## src/rtl/i2crec_pkg.sv

```systemverilog
package i2crec_pkg;
  typedef enum logic [3:0] {
    ST_IDLE,
    ST_WAIT,    // polling a stretched SCL
    ST_RHI,     // round opening: SCL released for one unit
    ST_PLO,     // pulse: SCL low
    ST_PHI,     // pulse: SCL released
    ST_SLO,     // STOP: SDA low
    ST_SHI,     // STOP: SDA released
    ST_DONE
  } rec_state_e;
endpackage

```

## src/rtl/i2crec_sync.sv

```systemverilog
module i2crec_sync #(
  parameter int          WIDTH     = 2,
  parameter int          STAGES    = 2,
  parameter logic [WIDTH-1:0] RESET_VAL = '1
) (
  input  logic             clk,
  input  logic             rst_n,
  input  logic [WIDTH-1:0] d,
  output logic [WIDTH-1:0] q
);
  logic [WIDTH-1:0] stage_q [STAGES];

  always_ff @(posedge clk or negedge rst_n) begin
    if (!rst_n) stage_q[0] <= RESET_VAL;
    else        stage_q[0] <= d;
  end

  for (genvar s = 1; s < STAGES; s++) begin : g_stage
    always_ff @(posedge clk or negedge rst_n) begin
      if (!rst_n) stage_q[s] <= RESET_VAL;
      else        stage_q[s] <= stage_q[s-1];
    end
  end

  assign q = stage_q[STAGES-1];
endmodule

```

## src/rtl/i2crec_tick.sv

```systemverilog
module i2crec_tick #(
  parameter int UNIT_CYCLES = 500
) (
  input  logic clk,
  input  logic rst_n,
  input  logic run,
  output logic tick
);
  localparam int CW = (UNIT_CYCLES > 1) ? $clog2(UNIT_CYCLES) : 1;
  localparam logic [CW-1:0] LAST = CW'(UNIT_CYCLES - 1);

  logic [CW-1:0] cnt_q, cnt_n;

  always_comb begin
    cnt_n = cnt_q;
    if (!run)               cnt_n = '0;
    else if (cnt_q == LAST) cnt_n = '0;
    else                    cnt_n = cnt_q + 1'b1;
  end

  always_ff @(posedge clk or negedge rst_n) begin
    if (!rst_n) cnt_q <= '0;
    else        cnt_q <= cnt_n;
  end

  assign tick = run && (cnt_q == LAST);
endmodule

```

## src/rtl/i2crec_fsm.sv

```systemverilog
module i2crec_fsm
  import i2crec_pkg::*;
#(
  parameter int SCL_POLLS = 10,
  parameter int PULSES    = 9,
  parameter int ROUNDS    = 3
) (
  input  logic clk,
  input  logic rst_n,
  input  logic tick,
  input  logic pins_present,
  input  logic start_req,
  input  logic xfer_req,
  input  logic scl_lvl,
  input  logic sda_lvl,
  output logic scl_oe,
  output logic sda_oe,
  output logic busy,
  output logic done,
  output logic ok,
  output logic err_scl,
  output logic err_sda,
  output logic ctrl_reset
);
  localparam int PW = $clog2(SCL_POLLS + 1);
  localparam int KW = $clog2(PULSES + 1);
  localparam int RW = $clog2(ROUNDS + 1);

  rec_state_e    state_q, state_n;
  logic [PW-1:0] poll_q, poll_n;
  logic [KW-1:0] pulse_q, pulse_n;
  logic [RW-1:0] round_q, round_n;
  logic          ok_q, ok_n, escl_q, escl_n, esda_q, esda_n, xfer_q, xfer_n;
  logic          trig;

  assign trig = start_req || (xfer_req && !(scl_lvl && sda_lvl));

  always_comb begin
    state_n = state_q;
    poll_n  = poll_q;
    pulse_n = pulse_q;
    round_n = round_q;
    ok_n    = ok_q;
    escl_n  = escl_q;
    esda_n  = esda_q;
    xfer_n  = xfer_q;
    unique case (state_q)
      ST_IDLE: if (trig) begin
        xfer_n  = !start_req;
        ok_n    = 1'b0;
        escl_n  = 1'b0;
        esda_n  = 1'b0;
        poll_n  = '0;
        pulse_n = '0;
        round_n = '0;
        if (!pins_present || (scl_lvl && sda_lvl)) begin
          state_n = ST_DONE;
          ok_n    = 1'b1;
        end else if (!scl_lvl) begin
          state_n = ST_WAIT;
        end else begin
          state_n = ST_RHI;
        end
      end
      ST_WAIT: if (tick) begin
        if (scl_lvl) begin
          if (sda_lvl) begin
            state_n = ST_DONE;
            ok_n    = 1'b1;
          end else begin
            state_n = ST_RHI;
          end
        end else if (poll_q == PW'(SCL_POLLS - 1)) begin
          state_n = ST_DONE;
          escl_n  = 1'b1;
        end else begin
          poll_n = poll_q + 1'b1;
        end
      end
      ST_RHI: if (tick) begin
        pulse_n = '0;
        state_n = sda_lvl ? ST_SLO : ST_PLO;
      end
      ST_PLO: if (tick) state_n = ST_PHI;
      ST_PHI: if (tick) begin
        if (sda_lvl || pulse_q == KW'(PULSES - 1)) begin
          state_n = ST_SLO;
        end else begin
          pulse_n = pulse_q + 1'b1;
          state_n = ST_PLO;
        end
      end
      ST_SLO: if (tick) state_n = ST_SHI;
      ST_SHI: if (tick) begin
        if (scl_lvl && sda_lvl) begin
          state_n = ST_DONE;
          ok_n    = 1'b1;
        end else if (round_q == RW'(ROUNDS - 1)) begin
          state_n = ST_DONE;
          escl_n  = !scl_lvl;
          esda_n  = !sda_lvl;
        end else begin
          round_n = round_q + 1'b1;
          state_n = ST_RHI;
        end
      end
      ST_DONE: state_n = ST_IDLE;
      default: state_n = ST_IDLE;
    endcase
  end

  always_ff @(posedge clk or negedge rst_n) begin
    if (!rst_n) begin
      state_q <= ST_IDLE;
      poll_q  <= '0;
      pulse_q <= '0;
      round_q <= '0;
      ok_q    <= 1'b0;
      escl_q  <= 1'b0;
      esda_q  <= 1'b0;
      xfer_q  <= 1'b0;
    end else begin
      state_q <= state_n;
      poll_q  <= poll_n;
      pulse_q <= pulse_n;
      round_q <= round_n;
      ok_q    <= ok_n;
      escl_q  <= escl_n;
      esda_q  <= esda_n;
      xfer_q  <= xfer_n;
    end
  end

  assign busy       = (state_q != ST_IDLE) && (state_q != ST_DONE);
  assign done       = (state_q == ST_DONE);
  assign scl_oe     = (state_q == ST_PLO);
  assign sda_oe     = (state_q == ST_SLO);
  assign ok         = ok_q;
  assign err_scl    = escl_q;
  assign err_sda    = esda_q;
  assign ctrl_reset = done && xfer_q;
endmodule

```

## src/rtl/i2crec_top.sv

```systemverilog
module i2crec_top #(
  parameter int UNIT_CYCLES = 500,
  parameter int SYNC_STAGES = 2,
  parameter int SCL_POLLS   = 10,
  parameter int PULSES      = 9,
  parameter int ROUNDS      = 3
) (
  input  logic clk,
  input  logic rst_n,
  input  logic pins_present,
  input  logic start_req,
  input  logic xfer_req,
  input  logic scl_in,
  input  logic sda_in,
  output logic scl_oe,
  output logic sda_oe,
  output logic own,
  output logic line_scl,
  output logic line_sda,
  output logic busy,
  output logic done,
  output logic ok,
  output logic err_scl,
  output logic err_sda,
  output logic ctrl_reset
);
  logic [1:0] pin_sync;
  logic       tick, scl_lvl, sda_lvl;

  i2crec_sync #(.WIDTH(2), .STAGES(SYNC_STAGES), .RESET_VAL(2'b11)) u_sync (
    .clk(clk), .rst_n(rst_n), .d({sda_in, scl_in}), .q(pin_sync)
  );

  // absent pins look idle
  assign line_scl = !pins_present || pin_sync[0];
  assign line_sda = !pins_present || pin_sync[1];
  // a line this block pulls low is taken as low
  assign scl_lvl  = line_scl && !scl_oe;
  assign sda_lvl  = line_sda && !sda_oe;

  i2crec_tick #(.UNIT_CYCLES(UNIT_CYCLES)) u_tick (
    .clk(clk), .rst_n(rst_n), .run(busy), .tick(tick)
  );

  i2crec_fsm #(.SCL_POLLS(SCL_POLLS), .PULSES(PULSES), .ROUNDS(ROUNDS)) u_fsm (
    .clk(clk), .rst_n(rst_n), .tick(tick), .pins_present(pins_present),
    .start_req(start_req), .xfer_req(xfer_req),
    .scl_lvl(scl_lvl), .sda_lvl(sda_lvl),
    .scl_oe(scl_oe), .sda_oe(sda_oe), .busy(busy), .done(done),
    .ok(ok), .err_scl(err_scl), .err_sda(err_sda), .ctrl_reset(ctrl_reset)
  );

  assign own = busy;
endmodule

```

## config.mk

```make
export PLATFORM = sky130hd
export DESIGN_NAME = i2crec_top
export DESIGN_NICKNAME = d
export VERILOG_FILES = /design/src/rtl/i2crec_pkg.sv /design/src/rtl/i2crec_sync.sv /design/src/rtl/i2crec_tick.sv /design/src/rtl/i2crec_fsm.sv /design/src/rtl/i2crec_top.sv
export SDC_FILE = /design/constraint.sdc
export NUM_CORES = 1
export LEC_CHECK = 0
export BUFFER_PORTS_ARGS = -buffer_cell sky130_fd_sc_hd__buf_2
export CORE_MARGIN = 8
export CORE_UTILIZATION = 60
export DETAILED_ROUTE_END_ITERATION = 16
export GPL_TIMING_DRIVEN = 1
export PLACE_DENSITY = 0.81
export SLEW_MARGIN = 20
export SYNTH_ARGS = -nofsm -noshare
export SYNTH_HDL_FRONTEND = slang
export SYNTH_HIERARCHICAL = 1
export SYNTH_SLANG_ARGS = --single-unit
```

## constraint.sdc

```tcl
create_clock -name clk -period 8.7 [get_ports clk]
set_input_delay 1.305 -clock clk [delete_from_list [all_inputs] [get_ports clk]]
set_output_delay 1.305 -clock clk [all_outputs]
set_load 0.01 [all_outputs]
```

==> impl_metrics.ini, run 1 <==
[outcome]
status = finished, final reports clean

[critical_path]
critPathKind = reg2out
cp.arrival_ns = 1.98
max_stage_delay_ns = 0.59
path_cells = nor3_2 -> nor2_1 -> buf_2
r2r_end = u_fsm/poll_q[3]$_DFFE_PN0P_
regToRegStartpoint = u_fsm/state_q[1]$_DFFE_PN0P_
rrSetupSlack_ns = 5.73
r2r_cells = 9
cp_max_fo = 18
crit_family = simple AND/OR/NAND/NOR gates
cp.buffers_inverters = 1
worst_path_max_delay_cell = dfrtp_1
setup.worst_path.start_class = register
cp-end-kind = primary output
crit_required_ns = 7.39

[pwr]
combPwrFrac = 0.432
power_density_nw_per_um2 = 276
power_frac_clock = 0.161
switching_share = 0.445
p_seq_frac = 0.407
power_leakage_uw = 0.000916
peakVddDrop_mv = 0.171
power_uw = 541
cellInternalPower_uw = 300
switchingPower_uw = 241

[routing]
vias = 1589
detail_route.first_pass.iterations = 4
routed_wl_mm = 4.14
wl_per_cell_microns = 16.8
vias_per_cell = 6.46
ant_nets = 0
drc = 0
drt_iter0_markers = 289

[cts]
cts_buffer_depth = 2
post_cts_buffers = 0
ctsRootBufferMaster = clkbuf_4
cts.sinks = 30
ctsResizeCount = 0
cts_buffers = 5
cts-htree-levels = 2
hold_buffers = 0
clk_latency_ns = 0.33
path_clk_slew_ns = 0.09
cts_tree = yes

[sta]
skew_ns = 0.00563
maxSlewViolCount = 0
tightestPinTransition_ns = 0.648
slew-limit-headroom = 0.568
rsz0062_at_grt = no
fin_ws_ns = 5.42
fin_hold_ws_ns = 0.372
setup-violations-final = 0
fin_crit_sh = 0.377
fmax_mhz = 305
tns_ns = 0
final.min_clock_period_ns = 3.28
final_hold_viol_count = 0

[yosys]
synth_seq_cells = 30
yosysWarnings = 6
syn_area_per_cell_sq_um = 9.29
synth_most_common_cell = dfrtp_1
synth_edf_count = 0
synth_area_sq_um = 1840
yosys-top-cells-count = 26 x dfrtp_1, 18 x o21ai_0, 16 x inv_1
async_reset_ff_frac = 1.00
synth-seq-area-share = 0.411
yosysTopAreaCell = dfrtp_1
syn_inst = 198
synth_area_leaders = dfrtp_1 35%, dfstp_2 5.7%, o21ai_0 4.9%
synth.distinct_cells = 58
synth_nets = 211
synthFlopType = dfrtp_1
yosysTopAreaCellShare = 0.354

[cells_and_area]
diodes = 0
layout.nets = 225
regArea_sq_um = 756
multi_input_area_sq_um = 955
drive_gt1_frac = 0.174
syn2layout_area_growth_pct = 6.80
nFillCells = 246
fin_util = 0.660

[floorplan]
coreArea_sq_um = 2980
fp-row-count = 20
pin_count = 18
die_y_microns = 71.4
die_w_microns = 71.4
fp.dieArea_sq_um = 5090
start_util = 0.618

[place]
hpwl_mm = 2.94
pre_cts_slack_ns = 5.44
portBuffers = 17
routabilityCongestion = 0.921

[hold_path]
holdPathEnd = u_sync/q[1]$_DFF_PN1_
whs_path_depth = 0
worstHoldStart = u_sync/stage_q[3]$_DFF_PN1_
hold_class = reg2reg

[job]
drv_cap = 0

[global_route]
grt_pass1_vias = 1581
grt-ovfl-total = 0
grt_max_degree = 31
grt_pass1_wl_mm = 7.06
track_usage = 0.173
antenna_found_initial = 0
-- area by class of cell --
| cell class | instances | area share |
|---|---|---|
| inverters | 16 | 0.0306 |
| well taps | 33 | 0.0210 |
| multi-input cells | 141 | 0.486 |
| flip-flops and latches | 30 | 0.385 |
| clock buffers | 7 | 0.0280 |
| clock inverters | 1 | 0.00255 |
| repair buffers | 18 | 0.0471 |
-- cells by family after synthesis --
logic type,Yosys count,share of synthesized area
buf+inv,27,0.0701
compound gates,64,0.252
fa+ha+maj,6,0.0408
xor+xnor,1,0.00476
mux,1,0.00544
flops,30,0.411
simple gates,69,0.216
-- worst max-delay path by stage --
stage               slack [ns]                    startpoint                           end  depth (start not counted)
global route              5.25  u_fsm/state_q[1]$_DFFE_PN0P_                           own                          3
CTS                       5.45  u_fsm/state_q[1]$_DFFE_PN0P_                          busy                          3
global placement          5.62                  pins_present  u_fsm/pulse_q[1]$_DFFE_PN0P_                          8
floorplan                 5.65  u_fsm/state_q[2]$_DFFE_PN0P_  u_fsm/pulse_q[2]$_DFFE_PN0P_                          9
finish                    5.42  u_fsm/state_q[1]$_DFFE_PN0P_                          busy                          3
detailed placement        5.44                  pins_present  u_fsm/pulse_q[1]$_DFFE_PN0P_                          8
-- metrics by stage --
stage / instance area [sq um] / instances
after global routing: 1960 / 246
final: 1960 / 246
after detailed placement: 1900 / 238
after CTS: 1960 / 246
after global placement: 1900 / 238
after floorplan: 1840 / 198
-- power groups by stage --
| stage | sequential, uW | clock [uW] | combinational (uW) |
|---|---|---|---|
| finish | 220 | 87.1 | 234 |
| CTS | 219 | 90.9 | 232 |
| detailed placement | 222 | 0 | 230 |
| floorplan | 191 | 0 | 209 |
| global placement | 219 | 0 | 222 |
| global route | 226 | 96.2 | 260 |
-- layer usage --
layer,vias up,GRT usage,wire [microns]
met3,10,0.0460,248
met5,-,0,0
met1,770,0.192,1770
met4,0,0.127,92
li1,754,-,-
met2,55,0.280,2030
-- flip-flops by register name, summed over array words and instances (netlist names) --
register        cells
u_fsm/poll_q        4
u_fsm/err_sda       1
u_fsm/xfer_q        1
u_fsm/ok            1
u_fsm/state_q       3
u_sync/stage_q      2
u_sync/q            2
u_fsm/pulse_q       4
u_fsm/err_scl       1
u_tick/cnt_q        9
u_fsm/round_q       2
-- cell usage in the layout (no fill, tap or decap), drive strengths merged, types with 3 or more instances in the layout --
master  instances
nand2b          4
a31oi           3
a21oi           9
nand3           7
nor3b           3
nand2          13
ha              6
buf            18
dfrtp          26
dfstp           4
o21a            3
nor2           14
and3            4
o22ai           3
nor3            5
clkbuf          7
inv            16
nor2b           4
nand4b          3
o21ai          20
nand4           3
(Power assumes the default switching activity.)
==> run 2: changes to the inputs <==
--- a/config.mk
+++ b/config.mk
@@ -7,10 +7,10 @@
 export LEC_CHECK = 0
 export BUFFER_PORTS_ARGS = -buffer_cell sky130_fd_sc_hd__buf_2
 export CORE_MARGIN = 8
-export CORE_UTILIZATION = 60
+export CORE_UTILIZATION = 58
 export DETAILED_ROUTE_END_ITERATION = 16
 export GPL_TIMING_DRIVEN = 1
-export PLACE_DENSITY = 0.81
+export PLACE_DENSITY = 0.78
 export SLEW_MARGIN = 20
 export SYNTH_ARGS = -nofsm -noshare
 export SYNTH_HDL_FRONTEND = slang
==> constraint.sdc (replaced) <==
create_clock -name clk -period 3.2 [get_ports clk]
set_input_delay 0.48 -clock clk [delete_from_list [all_inputs] [get_ports clk]]
set_output_delay 0.48 -clock clk [all_outputs]
set_load 0.01 [all_outputs]
==> run 2 against run 1 <==
Critical path type is now reg2reg. Worst hold slack got worse by 0.22 ns. Combinational power increased to 2.9 times the previous value. Largest cell class unchanged. Global-route usage decreased by 1.0 points. Non-clock buffer count increased by 3. Sequential power increased to 2.6 times the previous value.
==> impl_metrics.ini, run 2 (synthesized netlist as in run 1, its figures left out) <==
[floorplan]
fp.dieArea_sq_um = 5230
pin_count = 18
die_w_microns = 72.3
fp-row-count = 20
die_y_microns = 72.3
coreArea_sq_um = 3030
start_util = 0.607

[cts]
cts-htree-levels = 2
cts_tree = yes
post_cts_buffers = 0
cts_buffer_depth = 2
clk_latency_ns = 0.34
cts.sinks = 30
path_clk_slew_ns = 0.11
ctsResizeCount = 0
hold_buffers = 0
ctsRootBufferMaster = clkbuf_4
cts_buffers = 5

[sta]
fin_ws_ns = 0.350
tns_ns = 0
rsz0062_at_grt = no
final_hold_viol_count = 0
fin_crit_sh = 0.890
fmax_mhz = 351
setup-violations-final = 0
tightestPinTransition_ns = 0.664
skew_ns = 0.0189
slew-limit-headroom = 0.558
final.min_clock_period_ns = 2.85
maxSlewViolCount = 0

[cells_and_area]
syn2layout_area_growth_pct = 8.98
drive_gt1_frac = 0.190
regMostFlops = u_tick/cnt_q
layout.nets = 228
nFillCells = 228
diodes = 0
mostFrequentLayoutCells = 26 x dfrtp_1, 18 x o21ai_0, 17 x buf_2
instances_no_fill = 260
top_regs = u_tick/cnt_q (9), u_fsm/poll_q (4), u_fsm/pulse_q (4)
fin_util = 0.662
largest_reg_flops = 9
final_common_cell = dfrtp_1

[routing]
drc = 0
detail_route.first_pass.iterations = 4
ant_nets = 0
vias_per_cell = 6.08
wl_per_cell_microns = 15.4
routed_wl_mm = 3.99
vias = 1580
drt_iter0_markers = 198

[critical_path]
cp_max_fo = 15
critPathKind = reg2reg
setup.worst_path.start_class = register
crit_required_ns = 3.44
cp-end-kind = register
cp.arrival_ns = 3.09

[pwr]
power_leakage_uw = 0.000929
peakVddDrop_mv = 0.407
power_density_nw_per_um2 = 744

[place]
portBuffers = 17
pre_cts_slack_ns = 0.428
dpl.cell_count = 252
routabilityCongestion = 0.917
hpwl_mm = 2.97

[hold_path]
hold_class = in2async

[global_route]
track_usage = 0.163
grt_max_degree = 31
antenna_found_initial = 0
grt_pass1_vias = 1455
grt_pass1_wl_mm = 6.76
grt-ovfl-total = 0

[outcome]
status = finished, final reports clean

[job]
drv_cap = 0
==> run 2: cell types whose count changed in the layout (fill, tap and decap cells not counted), sizes merged <==
cell | before | now
buf | 18 | 21
clkinvlp | 0 | 1
clkbuf | 7 | 6
==> run 2: power by group <==
part	internal [uW]	switching (uW)	leakage, uW	total, uW
combinational	272	402	0.000505	673
clock	105	138	0.0000343	243
sequential	454	120	0.000389	574
==> run 2: critical path: stages, from the launching register on <==
cell and delay, ns:
dfrtp_1 0.54, and3_1 0.29, nor2_1 0.35, inv_1 0.16, nor4_1 0.43, buf_4 0.24
nor2b_1 0.32, nand4_1 0.17, a21oi_1 0.16, o22ai_1 0.09
==> run 2: through the flow <==
step                      cell area (sq um)  power [uW]  hold WS [ns]
after floorplan                        1840        1090         0.184
after global placement                 1940        1220         0.348
after detailed placement               1940        1240         0.351
after CTS                              2000        1490         0.169
after global routing                   2000        1600         0.195
final                                  2000        1490         0.150
==> run 2: worst paths after layout <==
kind                                                      to  depth (start not counted)  slack [ns]                         start
worst max-delay path             u_fsm/poll_q[3]$_DFFE_PN0P_                          9        0.35  u_fsm/state_q[0]$_DFFE_PN0P_
max in group asynchronous          u_tick/cnt_q[8]$_DFF_PN0_                          1        2.60                         rst_n
worst min-delay path            u_fsm/state_q[1]$_DFFE_PN0P_                          1        0.15                         rst_n
worst min register to register         u_sync/q[0]$_DFF_PN1_                          0        0.36   u_sync/stage_q[2]$_DFF_PN1_
worst max register to register   u_fsm/poll_q[3]$_DFFE_PN0P_                          9        0.35  u_fsm/state_q[0]$_DFFE_PN0P_
min in group clk                 u_sync/stage_q[3]$_DFF_PN1_                          1        0.24                        sda_in
==> run 2: layout make-up <==
cell class / count / area (sq um) / area share
Sequential cell: 30 / 756 / 0.377
Tap cell: 44 / 55.1 / 0.0275
Inverter: 16 / 60.1 / 0.0300
Clock buffer: 6 / 51.3 / 0.0256
Clock inverter: 2 / 12.5 / 0.00624
Timing Repair Buffer: 21 / 115 / 0.0574
Multi-Input combinational cell: 141 / 955 / 0.476
==> run 2: metal layers <==
metal	track usage	wire length [microns]	vias up	part of all wire
met1	0.212	1800	749	0.45
met5	0	0	-	0
met3	0.0565	277	5	0.069
met2	0.237	1870	62	0.47
li1	-	-	764	-
met4	0.0703	44	0	0.011
==> run 3: changes to the inputs <==
--- a/config.mk
+++ b/config.mk
@@ -5,7 +5,7 @@
 export SDC_FILE = /design/constraint.sdc
 export NUM_CORES = 1
 export LEC_CHECK = 0
-export BUFFER_PORTS_ARGS = -buffer_cell sky130_fd_sc_hd__buf_2
+export BUFFER_PORTS_ARGS = -buffer_cell sky130_fd_sc_hd__clkbuf_2
 export CORE_MARGIN = 8
 export CORE_UTILIZATION = 58
 export DETAILED_ROUTE_END_ITERATION = 16
==> run 3 against run 2 <==
Cell area is 0.19% lower. Critical path depth did not move. Sequential power grew 3.7%. Routed wire length is 6.1% higher. Count of clock-buffer cells in the layout rose by 1.
==> impl_metrics.ini, run 3 (synthesized netlist as in run 1, its figures left out) <==
[outcome]
status = finished, final reports clean

[cells_and_area]
diodes = 0
drive_gt1_frac = 0.185
nFillCells = 254
final_common_cell = dfrtp_1
fin_area_sq_um = 2000
syn2layout_area_growth_pct = 8.78
largest_reg_flops = 9
top_regs = u_tick/cnt_q (9), u_fsm/poll_q (4), u_fsm/pulse_q (4)
regMostFlops = u_tick/cnt_q
mostFrequentLayoutCells = 26 x dfrtp_1, 18 x o21ai_0, 17 x clkbuf_2
layout.nets = 228

[critical_path]
max_stage_delay_ns = 0.68
cp-end-kind = register
setup.worst_path.start_class = register
crit_required_ns = 3.40
worst_path_max_delay_cell = dfrtp_1
cp.arrival_ns = 2.93
critPathKind = reg2reg
cp_max_fo = 18
path_cells = nor3_2 -> nor2_1 -> inv_1 -> nor4_1 -> buf_4 -> nor2b_1 -> nand4_1 -> a21oi_1 -> o22ai_1

[routing]
drc = 0
wl_per_cell_microns = 16.3
routed_wl_mm = 4.24
vias = 1578
vias_per_cell = 6.07
drt_iter0_markers = 124
detail_route.first_pass.iterations = 4
ant_nets = 0

[sta]
slew-limit-headroom = 0.495
tightestPinTransition_ns = 0.757
final.min_clock_period_ns = 2.73
final_hold_viol_count = 0
skew_ns = 0.0123
maxSlewViolCount = 0
fin_crit_sh = 0.854
setup-violations-final = 0
fmax_mhz = 366
rsz0062_at_grt = no
tns_ns = 0

[floorplan]
pin_count = 18
die_w_microns = 72.3
die_y_microns = 72.3
fp.dieArea_sq_um = 5230
fp-row-count = 20
coreArea_sq_um = 3030
start_util = 0.607

[hold_path]
hold_class = in2async

[place]
hpwl_mm = 3.11
routabilityCongestion = 0.935
portBuffers = 17
dpl-instance-area_sq_um = 1940

[cts]
cts_buffer_depth = 2
hold_buffers = 0
clk_latency_ns = 0.32
path_clk_slew_ns = 0.09
ctsResizeCount = 0
cts-htree-levels = 2
cts_buffers = 5
cts.sinks = 30
ctsRootBufferMaster = clkbuf_4
post_cts_buffers = 0
cts_tree = yes

[pwr]
switching_share = 0.438
p_seq_frac = 0.401
switchingPower_uw = 650
cellInternalPower_uw = 833
combPwrFrac = 0.444
peakVddDrop_mv = 0.368
power_frac_clock = 0.155
power_density_nw_per_um2 = 742
power_leakage_uw = 0.000929

[global_route]
grt_pass1_wl_mm = 7.04
grt-ovfl-total = 0
track_usage = 0.170
antenna_found_initial = 0
grt_max_degree = 31
grt_pass1_vias = 1560

[job]
drv_cap = 0
[run 3: cell count changes in the layout (fill, tap and decap cells not counted)]
cell	delta
clkbuf_1	+1
clkbuf_2	+17
buf_2	-17
clkinvlp_4	-1
[run 3: worst paths after layout]
path                            cells after the start                    startpoint                            to  slack (ns)
min in group clk                                    1                        sda_in   u_sync/stage_q[3]$_DFF_PN1_        0.25
worst min register to register                      0   u_sync/stage_q[3]$_DFF_PN1_         u_sync/q[1]$_DFF_PN1_        0.36
worst min-delay path                                1                         rst_n  u_fsm/state_q[1]$_DFFE_PN0P_        0.21
max in group asynchronous                           1                         rst_n     u_tick/cnt_q[6]$_DFF_PN0_        2.50
worst max-delay path                                9  u_fsm/state_q[1]$_DFFE_PN0P_   u_fsm/poll_q[3]$_DFFE_PN0P_        0.47
worst max register to register                      9  u_fsm/state_q[1]$_DFFE_PN0P_   u_fsm/poll_q[3]$_DFFE_PN0P_        0.47
[run 3: through the flow]
stage | cells | hold WS (ns) | setup slack (ns) | util | total power [uW]
3_5_place_dp | 252 | 0.349 | 0.610 | 0.641 | 1250
5_1_grt | 260 | 0.213 | 0.289 | 0.661 | 1600
2_1_floorplan | 198 | 0.184 | 0.151 | - | 1090
3_3_place_gp | 252 | 0.346 | 0.729 | 0.641 | 1220
6_report | 260 | 0.212 | 0.466 | 0.661 | 1480
4_1_cts | 260 | 0.226 | 0.570 | 0.661 | 1490
[run 3: power groups by stage]
stage / sequential (uW) / combinational, uW / clock [uW]
2_1_floorplan: 519 / 569 / 0
3_3_place_gp: 587 / 631 / 0
3_5_place_dp: 596 / 655 / 0
4_1_cts: 588 / 656 / 241
5_1_grt: 610 / 731 / 255
6_report: 595 / 658 / 230
[run 3: final cells by class]
type	instances	area, sq um	share of cell area
clock buffer	7	55.1	0.0275
tap	44	55.1	0.0275
sequential	30	756	0.378
inverter	16	60.1	0.0300
clock inverter	1	5.00	0.00250
timing repair buffer	21	115	0.0575
multi-input combinational	141	955	0.477
[run 3: worst max-delay path, delay by kind of cell, from the launching register on]
family          cells  cell delay [ns]
simple gates        5             1.30
flops               1             0.68
compound gates      2             0.29
buf+inv             2             0.33
[run 3: per-layer routing]
layer	share of wire	track usage	vias to the layer above
met1	0.45	0.199	757
li1	-	-	766
met4	0.010	0.0544	0
met5	0	0	-
met2	0.49	0.292	49
met3	0.049	0.0482	6
